==> src/rtl/serial_port_pol.sv <==
module serial_port_pol #(
  parameter int DIV_W   = 16,
  parameter int DIV_RST = 0
) (
  input  logic        clk,
  input  logic        rst_n,
  input  logic        wr_en,
  input  logic        rd_en,
  input  logic [1:0]  addr,
  input  logic [15:0] wdata,
  output logic [15:0] rdata,
  input  logic        rx_in,
  output logic        tx_out,
  output logic        irq_tx,
  output logic        irq_rx
);
  localparam int CW = DIV_W + 5;
  localparam logic [1:0] A_DATA = 2'd0, A_CTRL = 2'd1, A_DIV = 2'd2;

  typedef enum logic [2:0] {RX_IDLE, RX_START, RX_DATA, RX_PAR, RX_STOP} rx_st_t;

  logic [DIV_W-1:0] div_q;
  logic odd_q, paren_q, txinv_q, rxinv_q, tie_q, rie_q, brk_q;

  wire data_wr = wr_en && addr == A_DATA;
  wire ctrl_wr = wr_en && addr == A_CTRL;
  wire div_wr  = wr_en && addr == A_DIV;
  wire data_rd = rd_en && addr == A_DATA;

  wire [CW-1:0] bit_len  = (CW'(div_q) + CW'(1)) << 4;
  wire [CW-1:0] half_len = (CW'(div_q) + CW'(1)) << 3;

  always_ff @(posedge clk) begin
    if (!rst_n) begin
      div_q <= DIV_W'(DIV_RST);
      {odd_q, paren_q, txinv_q, rxinv_q, tie_q, rie_q, brk_q} <= '0;
    end else begin
      if (div_wr) div_q <= wdata[DIV_W-1:0];
      if (ctrl_wr) begin
        odd_q   <= wdata[0];
        paren_q <= wdata[1];
        txinv_q <= wdata[2];
        rxinv_q <= wdata[3];
        tie_q   <= wdata[4];
        rie_q   <= wdata[5];
        brk_q   <= wdata[14];
      end
    end
  end

  // transmit side
  logic [7:0]    hold_q;
  logic          hold_v;
  logic          tx_busy;
  logic [10:0]   tx_sh;
  logic [3:0]    tx_left;
  logic [CW-1:0] tx_cnt;

  wire tx_load  = !tx_busy && hold_v;
  wire tx_par   = (^hold_q) ^ odd_q;
  wire tx_bdone = tx_cnt == bit_len - CW'(1);

  always_ff @(posedge clk) begin
    if (!rst_n) begin
      hold_q  <= '0;
      hold_v  <= 1'b0;
      tx_busy <= 1'b0;
      tx_sh   <= '1;
      tx_left <= '0;
      tx_cnt  <= '0;
    end else begin
      if (tx_load) begin
        tx_busy <= 1'b1;
        tx_sh   <= {1'b1, paren_q ? tx_par : 1'b1, hold_q, 1'b0};
        tx_left <= paren_q ? 4'd11 : 4'd10;
        tx_cnt  <= '0;
        hold_v  <= 1'b0;
      end else begin
        if (data_wr && !hold_v) begin
          hold_q <= wdata[7:0];
          hold_v <= 1'b1;
        end
        if (tx_busy) begin
          if (tx_bdone) begin
            tx_cnt  <= '0;
            tx_sh   <= {1'b1, tx_sh[10:1]};
            tx_left <= tx_left - 4'd1;
            if (tx_left == 4'd1) tx_busy <= 1'b0;
          end else begin
            tx_cnt <= tx_cnt + CW'(1);
          end
        end
      end
    end
  end

  wire tx_line = tx_busy ? tx_sh[0] : 1'b1;
  assign tx_out = brk_q ? 1'b0 : (tx_line ^ txinv_q);

  // receive side
  logic [1:0]    rx_s;
  rx_st_t        rx_st;
  logic [CW-1:0] rx_cnt;
  logic [2:0]    rx_idx;
  logic [7:0]    rx_sh;
  logic          rx_pbit;
  logic [7:0]    rx_data;
  logic          rbf_q, oe_q, fe_q, pe_q;

  wire rx_raw  = rx_s[1];
  wire rx_bit  = rx_raw ^ rxinv_q;
  wire rx_end  = rx_cnt == bit_len - CW'(1);
  wire rx_half = rx_cnt == half_len - CW'(1);
  wire rx_done = rx_st == RX_STOP && rx_end;
  wire perr    = paren_q && (((^rx_sh) ^ rx_pbit) != odd_q);

  always_ff @(posedge clk) begin
    if (!rst_n) begin
      rx_s    <= 2'b11;
      rx_st   <= RX_IDLE;
      rx_cnt  <= '0;
      rx_idx  <= '0;
      rx_sh   <= '0;
      rx_pbit <= 1'b0;
    end else begin
      rx_s <= {rx_s[0], rx_in};
      unique case (rx_st)
        RX_IDLE: if (!rx_bit) begin
          rx_st  <= RX_START;
          rx_cnt <= '0;
        end
        RX_START: if (rx_half) begin
          rx_cnt <= '0;
          rx_idx <= '0;
          rx_st  <= rx_bit ? RX_IDLE : RX_DATA;
        end else rx_cnt <= rx_cnt + CW'(1);
        RX_DATA: if (rx_end) begin
          rx_cnt <= '0;
          rx_sh  <= {rx_bit, rx_sh[7:1]};
          rx_idx <= rx_idx + 3'd1;
          if (rx_idx == 3'd7) rx_st <= paren_q ? RX_PAR : RX_STOP;
        end else rx_cnt <= rx_cnt + CW'(1);
        RX_PAR: if (rx_end) begin
          rx_cnt  <= '0;
          rx_pbit <= rx_bit;
          rx_st   <= RX_STOP;
        end else rx_cnt <= rx_cnt + CW'(1);
        RX_STOP: if (rx_end) begin
          rx_cnt <= '0;
          rx_st  <= RX_IDLE;
        end else rx_cnt <= rx_cnt + CW'(1);
        default: rx_st <= RX_IDLE;
      endcase
    end
  end

  always_ff @(posedge clk) begin
    if (!rst_n) begin
      rx_data <= '0;
      {rbf_q, oe_q, fe_q, pe_q} <= '0;
    end else begin
      if (ctrl_wr && wdata[6]) {oe_q, fe_q, pe_q} <= '0;
      if (data_rd) rbf_q <= 1'b0;
      if (rx_done) begin
        rbf_q <= 1'b1;
        if (perr)    pe_q <= 1'b1;
        if (!rx_bit) fe_q <= 1'b1;
        if (rbf_q) oe_q <= 1'b1;
        else       rx_data <= rx_sh;
      end
    end
  end

  wire tbe = !hold_v;
  wire [15:0] status = {oe_q | fe_q | pe_q, brk_q, rx_raw, 1'b0, oe_q, fe_q, pe_q,
                        tbe, rbf_q, 2'b00, tie_q, rxinv_q, txinv_q, paren_q, odd_q};

  always_comb begin
    unique case (addr)
      A_DATA:  rdata = {8'h00, rx_data};
      A_CTRL:  rdata = status;
      A_DIV:   rdata = 16'(div_q);
      default: rdata = 16'h0000;
    endcase
  end

  assign irq_rx = rbf_q & rie_q;
  assign irq_tx = tbe & tie_q;
endmodule

==> config.mk <==
export PLATFORM = sky130hd
export DESIGN_NAME = serial_port_pol
export DESIGN_NICKNAME = d
export VERILOG_FILES = /design/src/rtl/serial_port_pol.sv
export SDC_FILE = /design/constraint.sdc
export NUM_CORES = 1
export LEC_CHECK = 0
export ABC_AREA = 0
export BUFFER_PORTS_ARGS = -buffer_cell sky130_fd_sc_hd__buf_2
export CAP_MARGIN = 15
export CORE_MARGIN = 2
export CORE_UTILIZATION = 55
export DETAILED_ROUTE_END_ITERATION = 7
export PLACE_DENSITY = 0.75
export SYNTH_ARGS = -nofsm -noshare
export SYNTH_HDL_FRONTEND = slang
export SYNTH_SLANG_ARGS = --single-unit
==> constraint.sdc <==
create_clock -name clk -period 10.51 [get_ports clk]
set_input_delay 0.5255 -clock clk [delete_from_list [all_inputs] [get_ports clk]]
set_output_delay 0.5255 -clock clk [all_outputs]
set_load 0.01 [all_outputs]
# After elaboration in Yosys (flattened, before gate mapping)
# Cells that the tools add are included.
# word_totals
out_inout_bits	19
input_bits	23
wordCells	134
register_bits	118
# op_classes
eq_ne	18
n_addsub	7
mux	43
reduce_logical	30
bitwise_logic	11
# ops
cell	n
$mux W21	4
$eq A21 B21 Y1	3
$pmux W21 S3	1
$pmux W16 S3	1
$add A21 B1 Y21 const B	2
$mux W10	3
$mux W3	9
$sub A20 B1 Y21 const B	1
$sub A21 B1 Y21 const B	1
$mux W1	19
$add A16 B1 Y17 const B	1
$reduce_xor A8 Y1	2
$pmux W3 S5	1
$mux W4	3
$ne A2 B2 Y1 const B	6
$reduce_and A2 Y1	6
$logic_and A1 B1 Y1	9
$reduce_bool A2 Y1	4
$eq A3 B2 Y1 const B	2
$eq A3 B3 Y1 const B	2
$pmux W3 S2	1
$reduce_and A6 Y1	1
$eq A4 B1 Y1 const B	1
$sub A4 B1 Y4 const B	1
17 further kinds	25

# Logic depth before layout (Yosys ltp)
# Gate-level depths: netlist (run 1).
# logic_depth
word_depth	6
depth_mapped	15
ltp_nobuf	11

# Least setup slack after synthesis (run 1)
# OpenSTA, ideal clock, no wires.
# synth_path
path_kind	flip-flop to flip-flop
from	reg div_q[1]
to	reg rx_cnt[7]
t_arrival_ps	3753
path_stages_with_launch	14
synth_period_minus_slack_ps	3889
setup_ps	136
path_slack_ps	6621
path_cell_list	dfxtp_1 ha_1 buf_4 or3_1 a311o_2 o21bai_4 nor2_8 and3_4 xnor3_1 or4b_1 o31a_1 buf_2 o311ai_0 nand3_1
# synth_between
elab_chain_len	5
elab_cells_between_ends	8
# synth_lines
item	line_no	source
start: declaration	22	logic [DIV_W-1:0] div_q;
start signal: assignment	35	div_q <= DIV_W'(DIV_RST);
start signal: assignment	38	if (div_wr) div_q <= wdata[DIV_W-1:0];
$add A16 B1 Y17 *	30, 31	
$sub A21 B1 Y21 or $sub A20 B1 Y21 (tied branches)	112, 113	
$eq A21 B21 Y1 (on tied branches)	112, 113	
$mux W21 (on tied branches)	n/a	
$pmux W21 S3 *	127	unique case (rx_st)
end signal: assignment	136	end else rx_cnt <= rx_cnt + CW'(1);
end signal: assignment	142	end else rx_cnt <= rx_cnt + CW'(1);
end signal: assignment	147	end else rx_cnt <= rx_cnt + CW'(1);
end: declaration	103	logic [CW-1:0] rx_cnt;
# Every way passes the cells marked *; elsewhere a longest branch is shown, timed or not.
# A chain may end at the register's enable or synchronous reset.

# Worst setup path after layout (run 1)
# layout_path
from	reg div_q[0]
to	reg tx_cnt[13]
# layout_between
elab_chain_len	4
# layout_lines
item	line_no	source
$add A16 B1 Y17	30	wire [CW-1:0] bit_len = (CW'(div_q) + CW'(1)) << 4;
$sub A21 B1 Y21	61	wire tx_bdone = tx_cnt == bit_len - CW'(1);
$eq A21 B21 Y1	61	
$mux W21	84	if (tx_bdone) begin
end signal: assignment	90	tx_cnt <= tx_cnt + CW'(1);
end: declaration	57	logic [CW-1:0] tx_cnt;
# No other way between the ends.

==> flow_summary.toml, run 1 <==
[status]
outcome = "completed"

[sta]
fmax_mhz = 181.7
rsz0062_at_grt = "no"
slew_viol_final = 0
tightest_slew_ps = 1077
finalHoldViolations = 0
relSlewSlack_pct = 27.77
setup_tns_ps = 0
setup_viol = 0
min_period_over_period_pct = 52.35
fin_skew_ps = 10.31
period_minus_slack_ps = 5502

[setup_path]
end_kind = "register"
required_ps = 10790
cp_common_cell = "nor2_1"
crit_arrival_ps = 5780
worst-setup-path-type = "reg2reg"
cp-start-kind = "register"
max_stage_delay_ps = 740
crit_slowest_cell = "dfxtp_1"
cp_cell_sequence = "ha_1 -> and3_1 -> a21oi_1 -> nor2_1 -> nand4_1 -> nor2_1 -> xnor2_1 -> or4b_1 -> or3_1 -> nand3_1 -> nor2_1"
crit_fanout = 22

[clocking]
clk_pin_slew_worst_paths_ps = 60
cts_tree = "yes"
cts_resized = 0
clockBufferDepth = 2
hold_buffers = 0
clkSinkCount = 118
root_buffer = "clkbuf_16"
htreeDepth = 4
numCtsBuffers = 17
clock_latency_ps = 430
cts_setup_buffers = 0

[route]
finalWirelength_um = 22970
viasPerCell = 6.301
drtAntennaViolNets = 0
wl_per_cell_um = 18.67
drt_iter0_drc = 691
drc = 0
vias = 7750
drtPass1Iterations = 5

[cells_and_area]
drive_gt1_share_pct = 10.42
fillCellCount = 1268
final_common_cell = "nand2_1"
nNetsFinal = 1064
final_cell_mix = "nand2_1, dfxtp_1, nor2_1"
seq_area_mm2 = 0.002362
num_antenna_cells = 0
multi_input_area_mm2 = 0.005466
syn_to_final_growth_pct = 9.274

[yosys]
netlist-cell-type-count = 80
syn-instance-count = 1046
synthAdderAreaFrac_pct = 1.210
synthSimpleGateAreaFrac_pct = 28.34
avgSynthCellArea_um2 = 7.907
synth_top_family_by_area = "simple AND/OR/NAND/NOR gates"
synth_edf_count = 0
ys_warn_count = 0
muxShareOfSynthArea_pct = 4.629
synth-xor-area-share_pct = 13.98
synthArstFlopShare_pct = 0
ys_seq_elements = 118
yosysSeqAreaShare_pct = 28.56
syn_nets = 1077
syn-cell-area_mm2 = 0.008270
synth_compound_area_share_pct = 17.78
synth-main-ff-cell = "dfxtp_1"

[power_and_ir_drop]
peakVddDrop_uv = 110.1
p_per_area_mw_per_mm2 = 133.2
cellLeakagePower_nw = 3.554
fin_total_pwr_w = 0.001203

[placement]
gp_congestion = 0.9828
port_buffers = 41
hpwl_um = 16550

[global_route]
grt_pass1_vias = 7140
grt_use_total_pct = 28.87
grt_pass1_wl_um = 36950
gr-total-overflow = 0
antenna_found_initial = 0
grt_max_degree = 75

[floorplan]
die_y_um = 126.6
fp.dieW_um = 126.6
die-area_mm2 = 0.01603
fp.coreArea_mm2 = 0.01459
row_count = 44
io_pins = 42
start_util_pct = 56.69

[run]
maxCapViolCount = 0

[min_path]
min_path_type = "in2reg"
-- where the power goes --
part           leakage [nW]  internal, W  switching (W)
combinational          2.32    0.0000524      0.0000840
clock                 0.282     0.000356       0.000232
sequential            0.955     0.000458      0.0000209
-- layer usage --
layer	track usage, %	part of all wire [%]
met5	0	0
met4	13.70	3.6
met3	7.043	7.9
met2	46.34	46
met1	36.50	42
-- metrics by stage --
step,setup WS (ps),cell area (um2),hold WS [ps],utilization (%),cells
6_report,5008,9037,279.8,61.95,1230
5_1_grt,4588,9037,291.1,61.95,1230
4_1_cts,5085,9007,270.0,61.74,1228
3_5_place_dp,5105,8414,397.7,57.68,1196
3_3_place_gp,5252,8414,393.3,57.68,1196
2_1_floorplan,6621,8270,386.3,-,1046
-- registers in the layout (all words and copies together), names as in the netlist, 2 cells and up --
name	cells
rx_st	3
rx_cnt	21
tx_sh	10
rx_data	8
tx_left	4
rx_sh	8
rx_s	2
rx_idx	3
hold_q	8
div_q	16
tx_cnt	21
-- cells by family after synthesis --
| logic type | after synthesis |
|---|---|
| AO/OA/AOI/OAI | 205 |
| AND/OR/NAND/NOR | 460 |
| flip-flops | 118 |
| buffers and inverters | 109 |
| multiplexers | 38 |
| XOR/XNOR | 108 |
| adder cells (fa/ha/maj) | 8 |
-- worst paths after layout --
kind,startpoint,end,slack [ps],depth (start not counted)
setup / recovery,div_q[0],tx_cnt[13],5010,11
hold / removal,rx_in,rx_s[0],280,2
setup reg to reg,div_q[0],tx_cnt[13],5010,11
hold reg to reg,rx_s[0],rx_s[1],410,1
-- layout make-up --
class | instances | area share, %
well taps | 184 | 2.547
clock buffers | 18 | 4.749
repair buffers | 49 | 3.101
multi-input cells | 819 | 60.49
flip-flops and latches | 118 | 26.14
clock inverters | 14 | 1.814
inverters | 28 | 1.163
-- synth_stat cells (all sizes together) (7+ instances only) --
library cell | n | area [um2]
nand2 | 139 | 521.8
dfxtp | 118 | 2362
nor2 | 101 | 395.4
a21oi | 59 | 295.3
xnor2 | 57 | 499.2
clkbuf | 50 | 187.7
nand3 | 45 | 225.2
mux2i | 36 | 360.4
xor2 | 36 | 315.3
buf | 31 | 162.7
inv | 28 | 105.1
nand4 | 27 | 187.7
o21ai | 25 | 125.1
and3 | 24 | 155.1
o311ai | 22 | 192.7
nor3 | 19 | 95.09
nor4 | 17 | 133.9
nor2b | 16 | 100.1
and2 | 15 | 93.84
xnor3 | 12 | 270.3
a211oi | 11 | 82.58
nand2b | 11 | 68.82
a311o | 9 | 91.34
ha | 8 | 100.1
o31ai | 8 | 70.06
or3 | 8 | 50.05
or4 | 8 | 60.06
a22o | 7 | 61.31
and4 | 7 | 61.31
-- critical path: cells and delay by family (launching register included) --
kind / cells / cell delay (ps)
AO/OA/AOI/OAI: 1 / 150
adder cells (fa/ha/maj): 1 / 550
AND/OR/NAND/NOR: 8 / 3780
XOR/XNOR: 1 / 120
flip-flops: 1 / 740
No activity file was read; power rests on OpenSTA's default activity.
==> run 2: changes to the inputs <==
ABC_AREA = 1   (was 0)
clock period = 5.2 ns   (was 10.51 ns; I/O delays follow)
==> run 2 against run 1 <==
Sequential cell count is the same. Clock power grew 110%. Non-clock buffer count shrank 6. Combinational power grew to 3.3 times the previous value. Synthesized area shrank 7.2%. Critical path depth grew 8. Clock skew is essentially flat. Global-route usage grew 0.62 points.
==> flow_summary.toml, run 2 <==
[placement]
gp_congestion = 0.9239
port_buffers = 41
place_area_mm2 = 0.007980
place_worst_setup_slack_ps = 1255
hpwl_um = 15670

[power_and_ir_drop]
p_int_w = 0.001832
clkPwrFrac_pct = 45.8
fin_total_pwr_w = 0.002634
p_sw_w = 0.0008015
peakVddDrop_uv = 210.5
seq_power_share_pct = 36.9
cellLeakagePower_nw = 3.885
p_per_area_mw_per_mm2 = 307.0
netSwitchingFraction_pct = 30.43
comb_power_share_pct = 17.3

[setup_path]
reg2reg_to = "tx_cnt[14]"
cp-endpoint = "tx_cnt[14]"
cp-start-kind = "register"
end_kind = "register"
cp-startpoint = "div_q[0]"
worst-setup-path-type = "reg2reg"
required_ps = 5520
crit_arrival_ps = 4310
reg2reg_from = "div_q[0]"
crit_fanout = 16
worstRegToRegCells = 19
ff2ff_setup_slack_ps = 1210

[floorplan]
die-area_mm2 = 0.01492
start_util_pct = 55.72
io_pins = 42
fp.coreArea_mm2 = 0.01377
die_y_um = 122.1
row_count = 43
fp.dieW_um = 122.1

[status]
outcome = "completed"

[yosys]
ys_seq_elements = 118
synth_commonest_cells = "nand2_1, inv_1, nand3_1"
synth_compound_area_share_pct = 11.31
synth_most_common_cell = "nand2_1"
netlist-cell-type-count = 41
synth_edf_count = 0
syn-instance-count = 1221
synth-main-ff-cell = "dfxtp_1"
synthTopCellsByArea = "dfxtp_1, nand2_1, nand3_1, inv_1, nor2_1"
avgSynthCellArea_um2 = 6.286
yosys.area.top_type = "dfxtp_1"
synthSimpleGateAreaFrac_pct = 42.32
syn_nets = 1252
muxShareOfSynthArea_pct = 0
synthArstFlopShare_pct = 0
ys_warn_count = 0
synth-xor-area-share_pct = 4.907
synth.top_cell.area_share_pct = 30.78
yosysSeqAreaShare_pct = 30.78
synthAdderAreaFrac_pct = 1.304
syn-cell-area_mm2 = 0.007675
synth_top_family_by_area = "simple AND/OR/NAND/NOR gates"

[clocking]
cts_resized = 0
clockBufferDepth = 2
cts_setup_buffers = 0
clkSinkCount = 118
htreeDepth = 4
cts_tree = "yes"
root_buffer = "clkbuf_16"
clock_latency_ps = 430
hold_buffers = 0
numCtsBuffers = 17
clk_pin_slew_worst_paths_ps = 50

[global_route]
antenna_found_initial = 0
grt_pass1_vias = 7081
grt_pass1_wl_um = 34710
grt_use_total_pct = 29.49
grt_max_degree = 61
gr-total-overflow = 0

[sta]
fmax_mhz = 250.6
setup_slack_ps = 1209
min_period_over_period_pct = 76.75
setup_tns_ps = 0
tightest_slew_ps = 958.2
finalHoldViolations = 0
setup_viol = 0
rsz0062_at_grt = "no"
relSlewSlack_pct = 36.12
slew_viol_final = 0
fin_skew_ps = 10.32
period_minus_slack_ps = 3991

[cells_and_area]
top_regs = "rx_cnt: 21 flops, tx_cnt: 21 flops, div_q: 16 flops"
drive_gt1_share_pct = 11.78
num_antenna_cells = 0
nNetsFinal = 1283
fin_area_mm2 = 0.008578
syn_to_final_growth_pct = 11.77
final_cell_mix = "nand2_1, inv_1, nand3_1"
final_common_cell = "nand2_1"

[route]
finalWirelength_um = 20850
viasPerCell = 5.436
drtPass1Iterations = 5
drt_iter0_drc = 668
wl_per_cell_um = 14.43
vias = 7855
drtAntennaViolNets = 0
drc = 0

[min_path]
min_path_type = "in2reg"

[run]
maxCapViolCount = 0
==> run 2: cell types whose count changed in the layout (fill, tap and decap cells not counted), sizes merged, moves of 12 or more <==
cell,change
xnor2,-42
and3,-22
nor2b,-16
o21ai,+39
xnor3,-12
a21oi,+25
mux2i,-36
nor4,-14
o311ai,-22
nand3,+99
nor2,+30
and2,-15
inv,+117
nand2,+231
==> run 2: worst min path at each step <==
stage               startpoint      end  cells past startpoint  slack, ps
finish                   rx_in  rx_s[0]                      2         20
global route             rx_in  rx_s[0]                      2         30
CTS                      rx_in  rx_s[0]                      2         20
detailed placement     rx_s[0]  rx_s[1]                      1        400
global placement       rx_s[0]  rx_s[1]                      1        410
floorplan                rx_in  rx_s[0]                      1        370
==> run 2: power by group through the flow <==
stage          clock network, W  logic, W  registers (W)
6_report                0.00121  0.000454       0.000973
5_1_grt                 0.00125  0.000512       0.000978
4_1_cts                 0.00122  0.000452       0.000972
3_5_place_dp                  0  0.000449       0.000992
3_3_place_gp                  0  0.000445       0.000991
2_1_floorplan                 0  0.000339       0.000980
==> run 2: cell families (layout without fill, tap and decap cells) <==
kind of cell    after synthesis  after routing
simple gates                704            704
buf+inv                     184            228
compound gates              164            164
flops                       118            118
xor+xnor                     43             43
fa+ha+maj                     8              8
==> run 2: critical path, stage by stage, from the launching register on <==
cell and delay, ps:
dfxtp_1 570, ha_1 330, inv_1 80, nand2_1 120, nor2_4 170, nand2_2 80, nor2_4 170, nand2_4 110
nor2_8 160, nand2_1 70, nand2_1 90, nand2_1 100, xor2_1 140, nand2_1 80, nor2_1 320, nand3_2 370
nand2_1 510, inv_1 240, nand3_1 120, inv_1 40
==> run 2: cell type report <==
cell class | instances | area, um2
timing repair buffer | 43 | 220.2
multi-input combinational | 919 | 4593
tap | 180 | 225.2
inverter | 153 | 579.3
clock inverter | 12 | 151.4
clock buffer | 20 | 446.7
fill | 1369 | 5195
sequential | 118 | 2362
==> run 2: metal layers <==
metal	up-vias	routed length, um	global-route usage [%]
li1	4007	-	-
met1	3532	9390	38.69
met2	268	9480	47.59
met3	48	1157	4.541
met4	0	819	13.72
met5	-	0	0
==> run 2: stage by stage <==
stage / utilization [%] / instances / hold slack (ps)
4_1_cts: 62.28 / 1445 / 16.46
3_3_place_gp: 57.94 / 1413 / 407.9
3_5_place_dp: 57.94 / 1413 / 405.0
6_report: 62.28 / 1445 / 21.58
5_1_grt: 62.28 / 1445 / 31.32
2_1_floorplan: - / 1221 / 366.6
==> run 3: changes to the inputs <==
ABC_AREA = 0   (was 1)
PLACE_DENSITY = 0.78   (was 0.75)
clock period = 3.4 ns   (was 5.2 ns; I/O delays follow)
==> run 3 against run 2 <==
The flow now finishes with violations (negative hold slack, negative setup slack). Sequential cell count unchanged. Clock-buffer cell count fell by 2. Cell count down 1.4%. Largest cell class unchanged. Largest power group unchanged.
==> flow_summary.toml, run 3 (synthesis results as in run 1) <==
[status]
violations = "negative hold slack, negative setup slack"
outcome = "complete, but fails checks"

[setup_path]
max_stage_delay_ps = 560
cp_cell_sequence = "ha_4 -> or3_1 -> a311o_2 -> o21bai_4 -> buf_6 -> nor4_4 -> buf_4 -> xnor3_1 -> nand4_1 -> or4_4 -> buf_6 -> nor4b_4 -> buf_6 -> mux2i_1 -> nor2_1"
crit_slowest_cell = "or4_4"
reg2reg_to = "rx_data[2]"
ff2ff_setup_slack_ps = -630
cp-start-kind = "register"
cp-startpoint = "div_q[1]"
cp_common_cell = "buf_6"
worstRegToRegCells = 15
cp-endpoint = "rx_data[2]"
end_kind = "register"
required_ps = 3720
crit_fanout = 8
reg2reg_from = "div_q[1]"
worst-setup-path-type = "reg2reg"
crit_arrival_ps = 4350

[route]
drtPass1Iterations = 8
wl_per_cell_um = 21.53
highest_layer = "met4"
finalWirelength_um = 30680
viasPerCell = 6.531
wl_met1_um = 11630
drt_iter0_drc = 1338
drc = 0
vias = 9307
dr_wl_met2_um = 14350
wl_met3_um = 2713
drtAntennaViolNets = 0

[sta]
setup_slack_ps = -631.4
slew_viol_final = 0
setup_tns_ps = -43750
holdWs_ps = -5.361
relSlewSlack_pct = 26.71
fmax_mhz = 248.1
tightest_slew_ps = 1099
fin_skew_ps = 10.20
setup_viol = 84
min_period_over_period_pct = 118.6
rsz0062_at_grt = "yes"
period_minus_slack_ps = 4031
finalHoldViolations = 1

[power_and_ir_drop]
p_per_area_mw_per_mm2 = 351.7
peakVddDrop_uv = 390.4
cellLeakagePower_nw = 4.737

[clocking]
clkSinkCount = 118
clockBufferDepth = 2
clk_pin_slew_worst_paths_ps = 70
htreeDepth = 4
numCtsBuffers = 17
root_buffer = "clkbuf_16"
clock_latency_ps = 450
cts_tree = "yes"

[cells_and_area]
num_antenna_cells = 0
multi_input_area_mm2 = 0.006157
final_common_cell = "buf_4"
syn_to_final_growth_pct = 39.92
final_cell_mix = "buf_4, nand2_1, dfxtp_1"
fin_util_pct = 79.32
drive_gt1_share_pct = 30.94
fillCellCount = 847
seq_area_mm2 = 0.002381
top_regs = "rx_cnt: 21 flops, tx_cnt: 21 flops, div_q: 16 flops"
nNetsFinal = 1260

[global_route]
grt_pass1_vias = 8858
grt_max_degree = 47
grt_use_total_pct = 35.47
antenna_found_initial = 0
gr-total-overflow = 0
grt_pass1_wl_um = 45260

[placement]
hpwl_um = 18930
place_worst_setup_slack_ps = -470.1
gp_congestion = 1.023
port_buffers = 41

[floorplan]
fp.coreArea_mm2 = 0.01459
die_y_um = 126.6
io_pins = 42
die-area_mm2 = 0.01603
fp.dieW_um = 126.6
row_count = 44
start_util_pct = 56.69

[min_path]
min_path_type = "in2reg"

[run]
maxCapViolCount = 0
[run 3: worst max-delay path: cells and delay by family, from the launching register on]
family	cells	cell delay (ps)
AOI/OAI and AO/OA	2	570
xor gates and xnor gates	1	170
adders and majority gates	1	180
buffers and inverters	4	680
DFF	1	370
muxes	1	200
and+or+nand+nor	6	1720
[run 3: how the worst min path moves through the flow]
stage                           end  depth (start not counted)  slack (ps)  startpoint
after floorplan             rx_s[0]                          1         270       rx_in
after global placement      rx_s[0]                          2         350       rx_in
after detailed placement    rx_s[0]                          2         350       rx_in
after CTS                 div_q[14]                          3           6   wdata[14]
after global routing       div_q[6]                          3           3    wdata[6]
final                      div_q[4]                          3          -5    wdata[4]
[run 3: area by class of cell]
cell class	instances	share of cell area (%)
Clock buffer	18	3.892
Clock inverter	13	1.168
Inverter	28	0.9082
Multi-Input combinational cell	820	53.21
Sequential cell	118	20.58
Tap cell	184	1.989
Timing Repair Buffer	244	18.26
[run 3: per-layer routing]
layer  track usage [%]  vias up
met2             59.20      625
li1                  -     4114
met3             7.803      207
met5                 0        -
met4             18.75        0
met1             42.74     4361
[run 3: power breakdown]
group / internal (W) / switching [W] / leakage [nW]
registers: 0.00141 / 0.0000537 / 0.959
logic: 0.000364 / 0.000414 / 3.50
clock network: 0.00106 / 0.000761 / 0.282
total: 0.00284 / 0.00123 / 4.74
[run 3: through the flow]
| step | power, W | instance area (um2) | instances |
|---|---|---|---|
| floorplan | 0.001838 | 8453 | 1046 |
| global placement | 0.002041 | 9762 | 1349 |
| detailed placement | 0.002053 | 9762 | 1349 |
| CTS | 0.003958 | 11220 | 1409 |
| global route | 0.004157 | 11570 | 1425 |
| finish | 0.004070 | 11570 | 1425 |
[run 3: what timing repair did]
item / in CTS / in global routing
gates cloned: 7 / 0
hold buffers: 8 / 0
pin swaps: 43 / 32
endpoints found under the setup margin: 84 / 84
gates resized for setup: 111 / 40
setup buffers: 15 / 16
hold endpoints to repair: 8 / 0
